## src/rtl/lpm_wake_ctrl.sv

```systemverilog
module lpm_wake_ctrl #(
  parameter int              NSRC      = 8,
  parameter logic [NSRC-1:0] STOP_SRCS = 8'hC9,
  parameter logic [NSRC-1:0] NMI_SRCS  = 8'h80,
  parameter logic [15:0]     RESET_VEC = 16'hFFFE,
  parameter logic [NSRC*16-1:0] VEC_TABLE = {16'hFFEE, 16'hFFF0, 16'hFFF2, 16'hFFF4,
                                            16'hFFF8, 16'hFFF6, 16'hFFF8, 16'hFFFA}
) (
  input  logic            clk,
  input  logic            rst_n,
  input  logic            stop_req,
  input  logic            wait_req,
  input  logic            imask_set,
  input  logic            imask_clr,
  input  logic [NSRC-1:0] irq_req,
  input  logic [NSRC-1:0] irq_en,
  output logic            cpu_clk_en,
  output logic            tmr_clk_en,
  output logic            imask,
  output logic            vec_vld,
  output logic [15:0]     vec_addr
);
  localparam int IW = (NSRC > 1) ? $clog2(NSRC) : 1;

  typedef enum logic [1:0] {PS_RUN, PS_WAIT, PS_STOP} pstate_t;

  pstate_t         state;
  logic            rst_pend;
  logic [NSRC-1:0] scope, elig;
  logic [IW-1:0]   win;
  logic            any_wake;

  assign scope = (state == PS_STOP) ? STOP_SRCS :
                 (state == PS_WAIT) ? {NSRC{1'b1}} : {NSRC{1'b0}};
  assign elig  = irq_req & irq_en & scope & (imask ? NMI_SRCS : {NSRC{1'b1}});
  assign any_wake = |elig;

  always_comb begin
    win = '0;
    for (int i = NSRC - 1; i >= 0; i--)
      if (elig[i]) win = i[IW-1:0];
  end

  assign cpu_clk_en = (state == PS_RUN);
  assign tmr_clk_en = (state != PS_STOP);

  always_ff @(posedge clk or negedge rst_n) begin
    if (!rst_n) begin
      state    <= PS_RUN;
      imask    <= 1'b1;
      rst_pend <= 1'b1;
      vec_vld  <= 1'b0;
      vec_addr <= RESET_VEC;
    end else begin
      vec_vld <= 1'b0;
      if (imask_set)      imask <= 1'b1;
      else if (imask_clr) imask <= 1'b0;
      if (rst_pend) begin
        rst_pend <= 1'b0;
        vec_vld  <= 1'b1;
        vec_addr <= RESET_VEC;
      end else if (state != PS_RUN) begin
        if (any_wake) begin
          state    <= PS_RUN;
          vec_vld  <= 1'b1;
          vec_addr <= VEC_TABLE[32'(win)*16 +: 16];
          imask    <= 1'b1;
        end
      end else if (stop_req) begin
        state <= PS_STOP;
      end else if (wait_req) begin
        state <= PS_WAIT;
      end
    end
  end
endmodule

```

## config.mk

```make
export PLATFORM = sky130hd
export DESIGN_NAME = lpm_wake_ctrl
export DESIGN_NICKNAME = d
export VERILOG_FILES = /design/src/rtl/lpm_wake_ctrl.sv
export SDC_FILE = /design/constraint.sdc
export NUM_CORES = 1
export LEC_CHECK = 0
export ABC_AREA = 1
export BUFFER_PORTS_ARGS = -buffer_cell sky130_fd_sc_hd__buf_2
export CORE_MARGIN = 2
export CORE_UTILIZATION = 44
export CTS_CLUSTER_DIAMETER = 40
export DETAILED_ROUTE_END_ITERATION = 7
export PLACE_DENSITY = 0.79
export SLEW_MARGIN = 5
export SYNTH_ARGS = -nofsm -noshare
export SYNTH_HDL_FRONTEND = slang
export SYNTH_SLANG_ARGS = --single-unit
```

## constraint.sdc

```tcl
create_clock -name clk -period 2.4 [get_ports clk]
set_input_delay 0.36 -clock clk [delete_from_list [all_inputs] [get_ports clk]]
set_output_delay 0.36 -clock clk [all_outputs]
set_load 0.05 [all_outputs]
```

# --- Word level (Yosys, flattened, before mapping) ---
# Index checks and enable logic that the tools add are counted.
# Widths: inputs -> output; s select.
word_totals:
  inputBits: 22
  elab_cells: 48
  output_inout_bits: 20
  ff_bits: 21
op_classes:
  eq_ne: 4
  n_bitwise: 4
  reduce_logical: 8
  mux: 26
  shift: 1
op_table:
  columns: ["cell", "n"]
  rows:
  - ["$shiftx 128x8->16 const A", 1]
  - ["$mux 16", 3]
  - ["$and 8x8->8", 3]
  - ["$mux 3", 8]
  - ["$mux 8", 2]
  - ["$mux 1", 8]
  - ["$mux 2", 4]
  - ["$reduce_or 8->1", 1]
  - ["$mux 7", 1]
  - ["$reduce_bool 2->1", 3]
  - ["$ne 2x2->1 const B", 2]
  - ["$reduce_and 3->1", 1]
  - ["$reduce_bool 3->1", 1]
  - ["$eq 2x1->1 const B", 1]
  - ["$eq 2x2->1 const B", 1]
  - ["$logic_not 2->1", 1]
  - ["$reduce_and 2->1", 1]
  - ["$not 1->1", 1]

# --- Longest topological paths before layout ---
# Gate-level depths: netlist of the first run.
depth:
  depth_word: 17
  mapped_depth: 15
  ltp_nobuf: 15

# --- Least setup slack after synthesis of the first run ---
# Ideal clock, no wire load.
synth_path:
  path_type: "register to register"
  start: "reg state[0]"
  end: "reg vec_addr[2]"
  arrival_ps: 1765
  setup_time_ps: 77
  stages_incl_launch_ff: 16
  n_path_buf: 0
  slack_ps: 557
  required_ps: 2323
  cell_sequence: "dfrtp_1 inv_1 ha_1 inv_2 nor2_2 nand2_1 nand2_1 nand2_1 nand2_1 nand2_1 nand2_1 nand2_1 nand2_1 ha_1 nand3_1 a31oi_1"
synth_between:
  elab_chain_cells: 17
synth_lines:
  columns: ["item", "line_no", "source"]
  rows:
  - ["from (decl)", "27", "pstate_t state;"]
  - ["from (signal assigned)", "49", "state <= PS_RUN;"]
  - ["from (signal assigned)", "64", "state <= PS_RUN;"]
  - ["from (signal assigned)", "70", "state <= PS_STOP;"]
  - ["$eq 2x1->1", "34", "(state == PS_WAIT) ? {NSRC{1'b1}} : {NSRC{1'b0}};"]
  - ["$mux 8", "34", null]
  - ["$mux 8", "33", "assign scope = (state == PS_STOP) ? STOP_SRCS :"]
  - ["$and 8x8->8 (2 in a row)", "35", "assign elig = irq_req & irq_en & scope & (imask ? NMI_SRCS : {NSRC{1'b1}});"]
  - ["$mux 3 (8 in a row)", "41", "if (elig[i]) win = i[IW-1:0];"]
  - ["$shiftx 128x8->16", "66", "vec_addr <= VEC_TABLE[32'(win)*16 +: 16];"]
  - ["$mux 16", "63", "if (any_wake) begin"]
  - ["$mux 16", "62", "end else if (state != PS_RUN) begin"]
  - ["$mux 16", "58", "if (rst_pend) begin"]
  - ["to (signal assigned)", "66", null]
  - ["to (decl)", "21", "output logic [15:0] vec_addr"]
# Several ways; a longest one is shown, not always the timed one. The select of a mux whose other input is x is not followed.
# A chain may end at the register's enable or synchronous reset.

# --- Final worst setup path of the first run ---
# Ends and elaborated chain as after synthesis.

==> out/metrics.cfg, run 1 <==
[global_routing]
global_route_total_usage_across_every_layer=0.182
number_of_antenna_violations_at_the_first_check_in_global_routing=0
number_of_global_route_vias_before_repair=680
grt_pass1_wl_mm=2.75
grt_residual_overflow=0
largest_net_degree_at_the_start_of_global_routing=10

[clock_tree]
post_cts.resized_instances=0
cts.clk_slew.worst_paths_ns=0.06
cts_buffers=3
htree_levels=1
ctsLongestPathBuffers=2
clk_root_buffer_cell=sky130_fd_sc_hd__clkbuf_4
cts_tree=yes
postCtsSetupRepairBufs=0
ctsHoldBuffers=1
number_of_sinks_handled_by_clock_tree_synthesis=9
worstSkewPairLatency_ns=0.26

[worst_setup_path]
cells_along_the_critical_path=inv_1, ha_1, inv_2, nor2_2, nand3_1, nand2_1, nand2_1, nand2_1, nand2_1, ha_1, nand3_1, a31oi_1
worst_setup_path_end_kind=flip-flop
start_kind=flip-flop
critical_path.max_stage_delay_ns=0.37
worstPathArrival_ns=2.30
critPathMaxFanout=3
cpMaxStageDelayCell=sky130_fd_sc_hd__dfrtp_1
worst-r2r-cell-count=12
worstPathRequired_ns=2.59
critical_path_class=reg2reg
most_common_cell_type_on_the_critical_path=sky130_fd_sc_hd__nand2_1

[synthesis]
postSynthAreaPerCell_sq_um=7.30
synthesis.area_sq_um=796
synth.yosys.warnings=0
synthDistinctLibCells=25
synth_sequential_area_ratio=0.292
ys_ff_latch=9
syn-instance-count=109

[sta]
clock_skew_ns=0.00191
min_period_ns=2.11
totalNegativeSetupSlack_ns=0
finalCritPeriodShare=0.880
hold_violations=0
setup_slack_ns=0.287
finalMaxSlewViolations=0
rsz0062_at_grt=false
setup_viol=0
achievable-frequency_mhz=473

[hold_path]
hold_crit_class=in2reg
min_delay_path_depth=2

[die]
num_io_pins=42
dieHeight_microns=46.5
die_footprint_sq_mm=0.00216
core_area_sq_mm=0.00171
initial_core_util=0.466
die_x_microns=46.5
floorplan.rows=15

[pwr]
max-vdd-ir-drop_uv=166
seq_power_share=0.442
clock_power_share=0.327
combinational_share_of_power=0.231
cellLeakagePower_nw=0.526
power.density_cell_area_mw_per_mm2=376
switching_share=0.339
p_sw_uw=122
internal_power_uw=238

[layout]
layout_cells_sized_above_1=0.380
nNetsFinal=170
layout.area.seq_sq_um=233
syn_to_final_growth_pct=20.6
final_common_cell=sky130_fd_sc_hd__buf_2
final_design_area_no_fill_sq_um=960
multiInputGateArea_sq_um=473
layout.filler_cells=183
layout.cells.most_common_list=sky130_fd_sc_hd__buf_2 (29), sky130_fd_sc_hd__nand2_1 (22), sky130_fd_sc_hd__nor2_1 (16), sky130_fd_sc_hd__conb_1 (13), sky130_fd_sc_hd__inv_1 (9)
diodes=0

[placed_design]
placement.setup.worst_slack_ns=0.356
place_congestion=0.821
dpl.hpwl_mm=1.41
placedInstanceArea_sq_um=923
io_buffer_count=29

[routing]
routedWlPerCell_microns=10.2
drtPass1Iterations=4
first_iter_violations=12
drcViolationCount=0
totalWireLength_mm=1.70
drt.antenna.violating_nets=0
vias_after_detailed_routing=773
vias_per_cell=4.63

[flow_run]
maxCapViolations=0

[status]
outcome=finished, final reports clean

final timing paths:
kind / from / end / slack (ns)
max: state[0]$_DFFE_PN0P_ / vec_addr[2]$_DFFE_PN1P_ / 0.29
min reg2reg: vec_addr[3]$_DFFE_PN1P_ / vec_addr[3]$_DFFE_PN1P_ / 0.51
min in group asynchronous: rst_n / vec_vld$_DFF_PN0_ / 0.47
min: imask_set / imask$_DFF_PN1_ / 0.29
max reg2reg: state[0]$_DFFE_PN0P_ / vec_addr[2]$_DFFE_PN1P_ / 0.29
max in group asynchronous: rst_n / vec_addr[3]$_DFFE_PN1P_ / 1.69
routing by layer:
layer / share of wire / global-route usage / wire length [microns] / vias up
met5: 0 / 0 / 0 / -
met4: 0.023 / 0.131 / 39 / 0
met3: 0.060 / 0.0118 / 103 / 5
met2: 0.49 / 0.306 / 836 / 34
met1: 0.43 / 0.215 / 725 / 345
li1: - / - / - / 389
layout make-up:
cell class	instances	area share
multi-input cells	88	0.493
flip-flops and latches	9	0.243
repair buffers	30	0.162
inverters	11	0.0430
well taps	25	0.0326
clock buffers	4	0.0274
flip-flops by register name, summed over array words and instances (netlist names):
signal / flops
state: 2
vec_vld: 1
rst_pend: 1
vec_addr: 4
imask: 1
cell usage after synthesis:
cell	number	share of area
sky130_fd_sc_hd__or2_1	1	0.0079
sky130_fd_sc_hd__inv_2	2	0.0094
sky130_fd_sc_hd__nor2_1	16	0.075
sky130_fd_sc_hd__nand4_2	2	0.031
sky130_fd_sc_hd__nand2_1	22	0.10
sky130_fd_sc_hd__nand4_1	3	0.024
sky130_fd_sc_hd__a21oi_1	3	0.019
sky130_fd_sc_hd__or3_1	1	0.0079
sky130_fd_sc_hd__buf_4	12	0.11
sky130_fd_sc_hd__a31oi_1	3	0.024
sky130_fd_sc_hd__nand3_1	4	0.025
sky130_fd_sc_hd__o21ai_0	1	0.0063
sky130_fd_sc_hd__inv_1	9	0.042
sky130_fd_sc_hd__nand3_2	1	0.013
sky130_fd_sc_hd__nand2_4	1	0.014
sky130_fd_sc_hd__a21oi_2	1	0.011
sky130_fd_sc_hd__o21ai_1	2	0.013
sky130_fd_sc_hd__conb_1	2	0.0094
sky130_fd_sc_hd__nor2_2	3	0.024
sky130_fd_sc_hd__o21ai_2	1	0.011
sky130_fd_sc_hd__nand2_2	4	0.031
sky130_fd_sc_hd__dfrtp_1	3	0.094
sky130_fd_sc_hd__nor2_4	1	0.014
sky130_fd_sc_hd__dfstp_2	6	0.20
sky130_fd_sc_hd__ha_1	5	0.079
power groups by stage:
stage | Combinational [mW] | Clock (mW) | Sequential [mW]
detailed placement | 0.0822 | 0 | 0.162
CTS | 0.0835 | 0.120 | 0.159
floorplan | 0.0649 | 0 | 0.168
global route | 0.0901 | 0.125 | 0.160
global placement | 0.0811 | 0 | 0.161
finish | 0.0834 | 0.118 | 0.159
critical path, delay by kind of cell (launching register included):
| family | cells | cell delay, ns |
|---|---|---|
| AO/OA/AOI/OAI | 1 | 0.17 |
| adder cells (fa/ha/maj) | 2 | 0.59 |
| buffers and inverters | 2 | 0.14 |
| flip-flops | 1 | 0.37 |
| AND/OR/NAND/NOR | 7 | 0.77 |
cells by family (layout without fill, tap and decap cells):
kind of cell,after synthesis,count (layout),synth area share
and+or+nand+nor,59,59,0.371
buffers and inverters,23,45,0.165
AOI/OAI and AO/OA,11,11,0.0833
DFF,9,9,0.292
adders and majority gates,5,5,0.0786
other,2,13,0.00944
metrics by stage:
stage	utilization	hold slack [ns]	total power, mW	std cells
2_1_floorplan	-	0.0644	0.233	120
3_3_place_gp	0.541	0.213	0.242	162
3_5_place_dp	0.541	0.214	0.244	162
4_1_cts	0.562	0.285	0.363	167
5_1_grt	0.562	0.298	0.375	167
6_report	0.562	0.286	0.360	167
(Power assumes the default switching activity.)
==> inputs of run 2 (changes only) <==
CELL_PAD_IN_SITES_DETAIL_PLACEMENT = 1   (was default)
CELL_PAD_IN_SITES_GLOBAL_PLACEMENT = 1   (was default)
CORE_ASPECT_RATIO = 0.6   (was default)
CORE_MARGIN = 8   (was 2)
CORE_UTILIZATION = 30   (was 44)
PLACE_DENSITY = 0.8   (was 0.79)
==> out/metrics.cfg, run 2 (synthesis results as in run 1) <==
[worst_setup_path]
worst_setup_path_end_kind=flip-flop
most_common_cell_type_on_the_critical_path=sky130_fd_sc_hd__nand2_1
critical_path_class=reg2reg
start_kind=flip-flop
cells_along_the_critical_path=inv_1, ha_1, inv_2, nor2_2, nand3_1, nand2_1, nand2_1, nand2_1, nand2_1, ha_1, nand3_1, a31oi_1
cpMaxStageDelayCell=sky130_fd_sc_hd__dfrtp_1
worstPathArrival_ns=2.28  ; -0.02 ns
worstPathBufferInverterCount=2  ; unchanged
critical_path.max_stage_delay_ns=0.36  ; about the same
worstPathRequired_ns=2.57  ; -0.02 ns
kind_of_cell_with_the_highest_combined_delay_on_the_critical_path=simple AND/OR/NAND/NOR gates
critPathMaxFanout=3  ; unchanged

[pwr]
clock_power_share=0.433  ; +0.106
total_power_uw=432  ; +20%
cellLeakagePower_nw=0.534  ; +1.5%
switching_share=0.327  ; -0.0122
power.density_cell_area_mw_per_mm2=438  ; +17%
internal_power_uw=291  ; +22%
seq_power_share=0.368  ; -0.074
combinational_share_of_power=0.199  ; -0.032
p_sw_uw=141  ; +16%
max-vdd-ir-drop_uv=148  ; -11%

[routing]
drt.antenna.violating_nets=0  ; unchanged
drcViolationCount=0  ; unchanged
drtPass1Iterations=4  ; unchanged
vias_per_cell=4.45  ; -3.8%
routedWlPerCell_microns=14.3  ; +40%
first_iter_violations=33  ; +21
totalWireLength_mm=2.48  ; +46%
vias_after_detailed_routing=775  ; +0.26%

[hold_path]
hold_crit_class=in2reg

[sta]
min_period_ns=2.11  ; -0.00182 ns
final.hold.worst_slack_ns=0.326  ; +0.0402 ns
hold_violations=0  ; unchanged
rsz0062_at_grt=false
achievable-frequency_mhz=474  ; about the same
finalMaxSlewViolations=0  ; unchanged
clock_skew_ns=0.00156  ; -0.000350 ns
setup_slack_ns=0.289  ; +0.00182 ns
finalCritPeriodShare=0.880  ; about the same
setup_viol=0  ; unchanged
totalNegativeSetupSlack_ns=0  ; unchanged

[placed_design]
placement.setup.worst_slack_ns=0.254  ; -0.102 ns
dpl.hpwl_mm=2.16  ; +54%
place_congestion=0.820  ; -0.15%
io_buffer_count=29  ; unchanged

[die]
initial_core_util=0.318  ; -0.148
num_io_pins=42  ; unchanged
floorplan.rows=14  ; -1
die_x_microns=82.5  ; +77%
die_footprint_sq_mm=0.00461  ; +110%
dieHeight_microns=55.9  ; +20%
core_area_sq_mm=0.00250  ; +47%

[clock_tree]
cts.clk_slew.worst_paths_ns=0.05  ; about the same
cts_tree=yes
cts_buffers=3  ; unchanged
number_of_sinks_handled_by_clock_tree_synthesis=9  ; unchanged
postCtsSetupRepairBufs=0  ; unchanged
worstSkewPairLatency_ns=0.24  ; -0.02 ns
htree_levels=1  ; unchanged
ctsLongestPathBuffers=2  ; unchanged
clk_root_buffer_cell=sky130_fd_sc_hd__clkbuf_8

[layout]
diodes=0  ; unchanged
syn_to_final_growth_pct=24.1
largest_register_ffs=4  ; unchanged
layout_cells_sized_above_1=0.380  ; unchanged
final_common_cell=sky130_fd_sc_hd__buf_2
max_flop_register=vec_addr
nNetsFinal=170  ; unchanged
layout.cells.most_common_list=sky130_fd_sc_hd__buf_2 (29), sky130_fd_sc_hd__nand2_1 (22), sky130_fd_sc_hd__nor2_1 (16), sky130_fd_sc_hd__conb_1 (13), sky130_fd_sc_hd__inv_1 (9)
largestRegisters=vec_addr: 4 flops, state: 2 flops

[global_routing]
global_route_total_usage_across_every_layer=0.118  ; -0.0639
grt_pass1_wl_mm=4.30  ; +57%
number_of_global_route_vias_before_repair=866  ; +27%
number_of_antenna_violations_at_the_first_check_in_global_routing=0  ; unchanged
grt_residual_overflow=0  ; unchanged
largest_net_degree_at_the_start_of_global_routing=10  ; unchanged

[status]
outcome=finished, final reports clean

[flow_run]
maxCapViolations=0  ; unchanged

-- run 2: what timing repair did --
action | CTS | global route
endpoints found under the hold margin | 3 | 0
hold buffers | 1 | 0
gates resized for setup | 0 | 0
endpoints found under the setup margin | 0 | 0
-- run 2: worst paths after layout --
kind | depth (start not counted) | end | slack, ns | from
worst max-delay path | 12 | vec_addr[2]$_DFFE_PN1P_ | 0.29 | state[1]$_DFFE_PN0P_
worst min-delay path | 2 | imask$_DFF_PN1_ | 0.33 | imask_set
worst max register to register | 12 | vec_addr[2]$_DFFE_PN1P_ | 0.29 | state[1]$_DFFE_PN0P_
worst min register to register | 2 | vec_addr[4]$_DFFE_PN1P_ | 0.51 | vec_addr[4]$_DFFE_PN1P_
max in group asynchronous | 2 | imask$_DFF_PN1_ | 1.62 | rst_n
min in group asynchronous | 2 | vec_vld$_DFF_PN0_ | 0.52 | rst_n
-- run 2: layout make-up --
cell class	count	area, sq um
clock buffers	4	45.0
well taps	32	40.0
fillers	348	1520
flip-flops and latches	9	233
repair buffers	30	155
inverters	11	41.3
multi-input cells	88	473
-- run 2: metal layers --
metal | routed length, microns | up-vias | track usage
met5 | 0 | - | 0
met4 | 16 | 0 | 0.0293
met3 | 192 | 2 | 0.0484
met2 | 1240 | 20 | 0.194
met1 | 1030 | 366 | 0.137
li1 | - | 387 | -
-- run 2: per-stage QoR --
| stage | instances | util | cell area [sq um] |
|---|---|---|---|
| 2_1_floorplan | 120 | - | 837 |
| 4_1_cts | 174 | 0.394 | 987 |
| 3_3_place_gp | 169 | 0.372 | 932 |
| 6_report | 174 | 0.394 | 987 |
| 5_1_grt | 174 | 0.394 | 987 |
| 3_5_place_dp | 169 | 0.372 | 932 |
-- run 2: power by group through the flow --
| stage | clock [mW] | sequential [mW] | combinational, mW |
|---|---|---|---|
| 2_1_floorplan | 0 | 0.168 | 0.0649 |
| 3_3_place_gp | 0 | 0.161 | 0.0821 |
| 3_5_place_dp | 0 | 0.161 | 0.0837 |
| 4_1_cts | 0.193 | 0.159 | 0.0850 |
| 5_1_grt | 0.203 | 0.160 | 0.0913 |
| 6_report | 0.187 | 0.159 | 0.0860 |
==> inputs of run 3 (changes only) <==
ABC_AREA = default   (was 1)
CORE_UTILIZATION = 31   (was 30)
PLACE_DENSITY = 0.79   (was 0.8)
==> out/metrics.cfg, run 3 <==
[status]
outcome=finished, final reports clean

[routing]
drtPass1Iterations=2  ; -2
routedWlPerCell_microns=15.7  ; +9.9%
drcViolationCount=0  ; unchanged
vias_after_detailed_routing=724  ; -6.6%
drt.antenna.violating_nets=0  ; unchanged
totalWireLength_mm=2.37  ; -4.6%
vias_per_cell=4.79  ; +7.6%
first_iter_violations=20  ; -39%

[sta]
achievable-frequency_mhz=454  ; -4.2%
finalCritPeriodShare=0.918  ; +0.0386
setup_viol=0  ; unchanged
final.hold.worst_slack_ns=0.335  ; +0.00871 ns
clock_skew_ns=0.00229  ; +0.000731 ns
finalMaxSlewViolations=0  ; unchanged
hold_violations=0  ; unchanged
min_period_ns=2.20  ; +0.0926 ns

[placed_design]
place_congestion=0.921  ; +12%
placedInstanceArea_sq_um=928  ; -0.40%
dp.cells=145  ; -14%
io_buffer_count=29  ; unchanged
dpl.hpwl_mm=1.93  ; -11%

[synthesis]
synthDistinctLibCells=37  ; +48%
ys_ff_latch=9  ; unchanged
synthMostInstantiatedCell=sky130_fd_sc_hd__buf_4
synth.top_cells.by_count=sky130_fd_sc_hd__buf_4 (12), sky130_fd_sc_hd__inv_1 (7), sky130_fd_sc_hd__dfstp_2 (6)
synth_sequential_area_ratio=0.295  ; +0.00279
synthesis.area_sq_um=788  ; -0.94%
synthFlopType=sky130_fd_sc_hd__dfstp_2
syn-instance-count=85  ; -22%
synth.yosys.warnings=0  ; unchanged
postSynthAreaPerCell_sq_um=9.27  ; +27%
post-synth-top-area-fraction=0.200  ; +0.00189
synth_edf_count=0  ; unchanged
async_flop_share=1.00  ; unchanged
yosys.area.top_type=sky130_fd_sc_hd__dfstp_2
ys_top_cells_by_area=sky130_fd_sc_hd__dfstp_2 (20%), sky130_fd_sc_hd__buf_4 (11%), sky130_fd_sc_hd__dfrtp_1 (9.5%)

[worst_setup_path]
critical_path_class=reg2reg
reg2reg_from=state[1]$_DFFE_PN0P_
regToRegSetupSlack_ns=0.20  ; -0.09 ns
critPathMaxFanout=4  ; +1
worstPathArrival_ns=2.35  ; +0.07 ns
worst_setup_path_end_kind=flip-flop
start_kind=flip-flop
worst-r2r-cell-count=9  ; -3
worstPathRequired_ns=2.55  ; -0.02 ns
regToRegEndpoint=vec_addr[2]$_DFFE_PN1P_

[hold_path]
hold_crit_class=in2reg
min_delay_path_depth=3  ; +1
timing.hold.worst_endpoint=imask$_DFF_PN1_
hold_path_startpoint=imask_set

[layout]
layout.filler_cells=307  ; -12%
final_common_cell=sky130_fd_sc_hd__buf_2
final_design_area_no_fill_sq_mm=0.00101  ; +2.2%
nNetsFinal=147  ; -14%
layout.cells.most_common_list=sky130_fd_sc_hd__buf_2 (29), sky130_fd_sc_hd__conb_1 (13), sky130_fd_sc_hd__inv_1 (7), sky130_fd_sc_hd__dfstp_2 (6), sky130_fd_sc_hd__nand4b_1 (5)
syn_to_final_growth_pct=27.9
layout_cells_sized_above_1=0.403  ; +0.0231
largest_register_ffs=4  ; unchanged
max_flop_register=vec_addr
post_layout_nonfiller_instances=151  ; -13%
largestRegisters=vec_addr: 4 flops, state: 2 flops
diodes=0  ; unchanged

[die]
initial_core_util=0.321  ; +0.00375
core_area_sq_mm=0.00245  ; -2.1%
dieHeight_microns=55.1  ; -1.5%
num_io_pins=42  ; unchanged
floorplan.rows=14  ; unchanged
die_x_microns=81.1  ; -1.7%
die_footprint_sq_mm=0.00447  ; -3.2%

[clock_tree]
htree_levels=1  ; unchanged
cts_buffers=3  ; unchanged
number_of_sinks_handled_by_clock_tree_synthesis=9  ; unchanged
clk_root_buffer_cell=sky130_fd_sc_hd__clkbuf_8
ctsLongestPathBuffers=2  ; unchanged
cts_tree=yes
cts.clk_slew.worst_paths_ns=0.05  ; about the same
worstSkewPairLatency_ns=0.23  ; about the same

[global_routing]
global_route_total_usage_across_every_layer=0.108  ; -0.0103
number_of_global_route_vias_before_repair=771  ; -11%
largest_net_degree_at_the_start_of_global_routing=11  ; +1
grt_pass1_wl_mm=3.73  ; -13%
number_of_antenna_violations_at_the_first_check_in_global_routing=0  ; unchanged
grt_residual_overflow=0  ; unchanged

[pwr]
combinational_share_of_power=0.636  ; +0.437
internal_power_uw=599  ; +110%
clock_power_share=0.152  ; -0.281
max-vdd-ir-drop_uv=527  ; +260%
power.density_cell_area_mw_per_mm2=1160  ; +170%
total_power_mw=1.17  ; +170%
switching_share=0.490  ; +0.163
cellLeakagePower_nw=0.489  ; -8.5%
p_sw_uw=575  ; +310%
seq_power_share=0.213  ; -0.155

[flow_run]
maxCapViolations=0  ; unchanged

## run 3: cell count changes after synthesis, sizes merged, moves of 3 or more
cell    change
nor2       -19
nand3       -3
nand2      -24
and3        +3
nor2b       +3
nand4b      +5
nand4       -3
inv         -4
## run 3: worst max path at each step
stage / startpoint / to / slack, ns / cells past startpoint
after global routing: state[1]$_DFFE_PN0P_ / vec_addr[2]$_DFFE_PN1P_ / -0.008 / 9
after CTS: state[0]$_DFFE_PN0P_ / vec_addr[2]$_DFFE_PN1P_ / 0.04 / 10
after global placement: state[0]$_DFFE_PN0P_ / vec_addr[2]$_DFFE_PN1P_ / 0.15 / 10
after detailed placement: state[0]$_DFFE_PN0P_ / vec_addr[2]$_DFFE_PN1P_ / -0.0008 / 10
after floorplan: imask$_DFF_PN1_ / vec_addr[2]$_DFFE_PN1P_ / 0.24 / 8
final: state[1]$_DFFE_PN0P_ / vec_addr[2]$_DFFE_PN1P_ / 0.20 / 9
## run 3: final cells by class
cell class,instances,area (sq um),area share
clock buffers,4,45.0,0.0447
inverters,7,26.3,0.0261
multi-input cells,67,494,0.490
flip-flops and latches,9,233,0.231
well taps,32,40.0,0.0397
repair buffers,32,170,0.169
## run 3: what timing repair did
item | in CTS | in global routing
setup buffers | 1 | 0
hold endpoints to repair | 3 | 0
pin swaps | 1 | 0
cloned | 0 | 0
resized for setup | 0 | 4
hold buffers | 1 | 0
setup endpoints to repair | 1 | 1
## run 3: metal layers
metal,track usage,vias to the layer above,wire [microns],part of all wire
li1,-,350,-,-
met1,0.127,361,1030,0.44
met2,0.196,13,1220,0.51
met3,0.0371,0,113,0.048
met4,0.00882,0,0,0
met5,0,-,0,0
## run 3: logic make-up after synthesis
group,share of synthesized area
compound gates,0.211
fa+ha+maj,0.0794
buf+inv,0.152
flops,0.295
mux,0.0127
other cells,0.00953
simple gates,0.240
## run 3: power by group through the flow
stage	sequential (mW)	clock (mW)	combinational, mW
2_1_floorplan	0.344	0	0.444
3_3_place_gp	0.247	0	0.665
3_5_place_dp	0.250	0	0.686
4_1_cts	0.249	0.183	0.696
5_1_grt	0.256	0.192	0.813
6_report	0.250	0.178	0.746
## run 3: metrics by stage
stage	TNS, ns	setup WS, ns	utilization
finish	0	0.196	0.411
global route	-0.00803	-0.00803	0.411
CTS	0	0.0370	0.404
detailed placement	-0.000778	-0.000778	0.379
global placement	0	0.149	0.379
floorplan	0	0.238	-
## run 3: critical path: stages (launching register included)
cell and delay [ns]:
sky130_fd_sc_hd__dfrtp_1 0.37, sky130_fd_sc_hd__inv_1 0.14, sky130_fd_sc_hd__ha_1 0.26, sky130_fd_sc_hd__nand4b_1 0.23
sky130_fd_sc_hd__and3_4 0.26, sky130_fd_sc_hd__o21ai_1 0.18, sky130_fd_sc_hd__ha_1 0.26, sky130_fd_sc_hd__nor2b_1 0.14
sky130_fd_sc_hd__mux2i_1 0.18, sky130_fd_sc_hd__o21ai_1 0.08
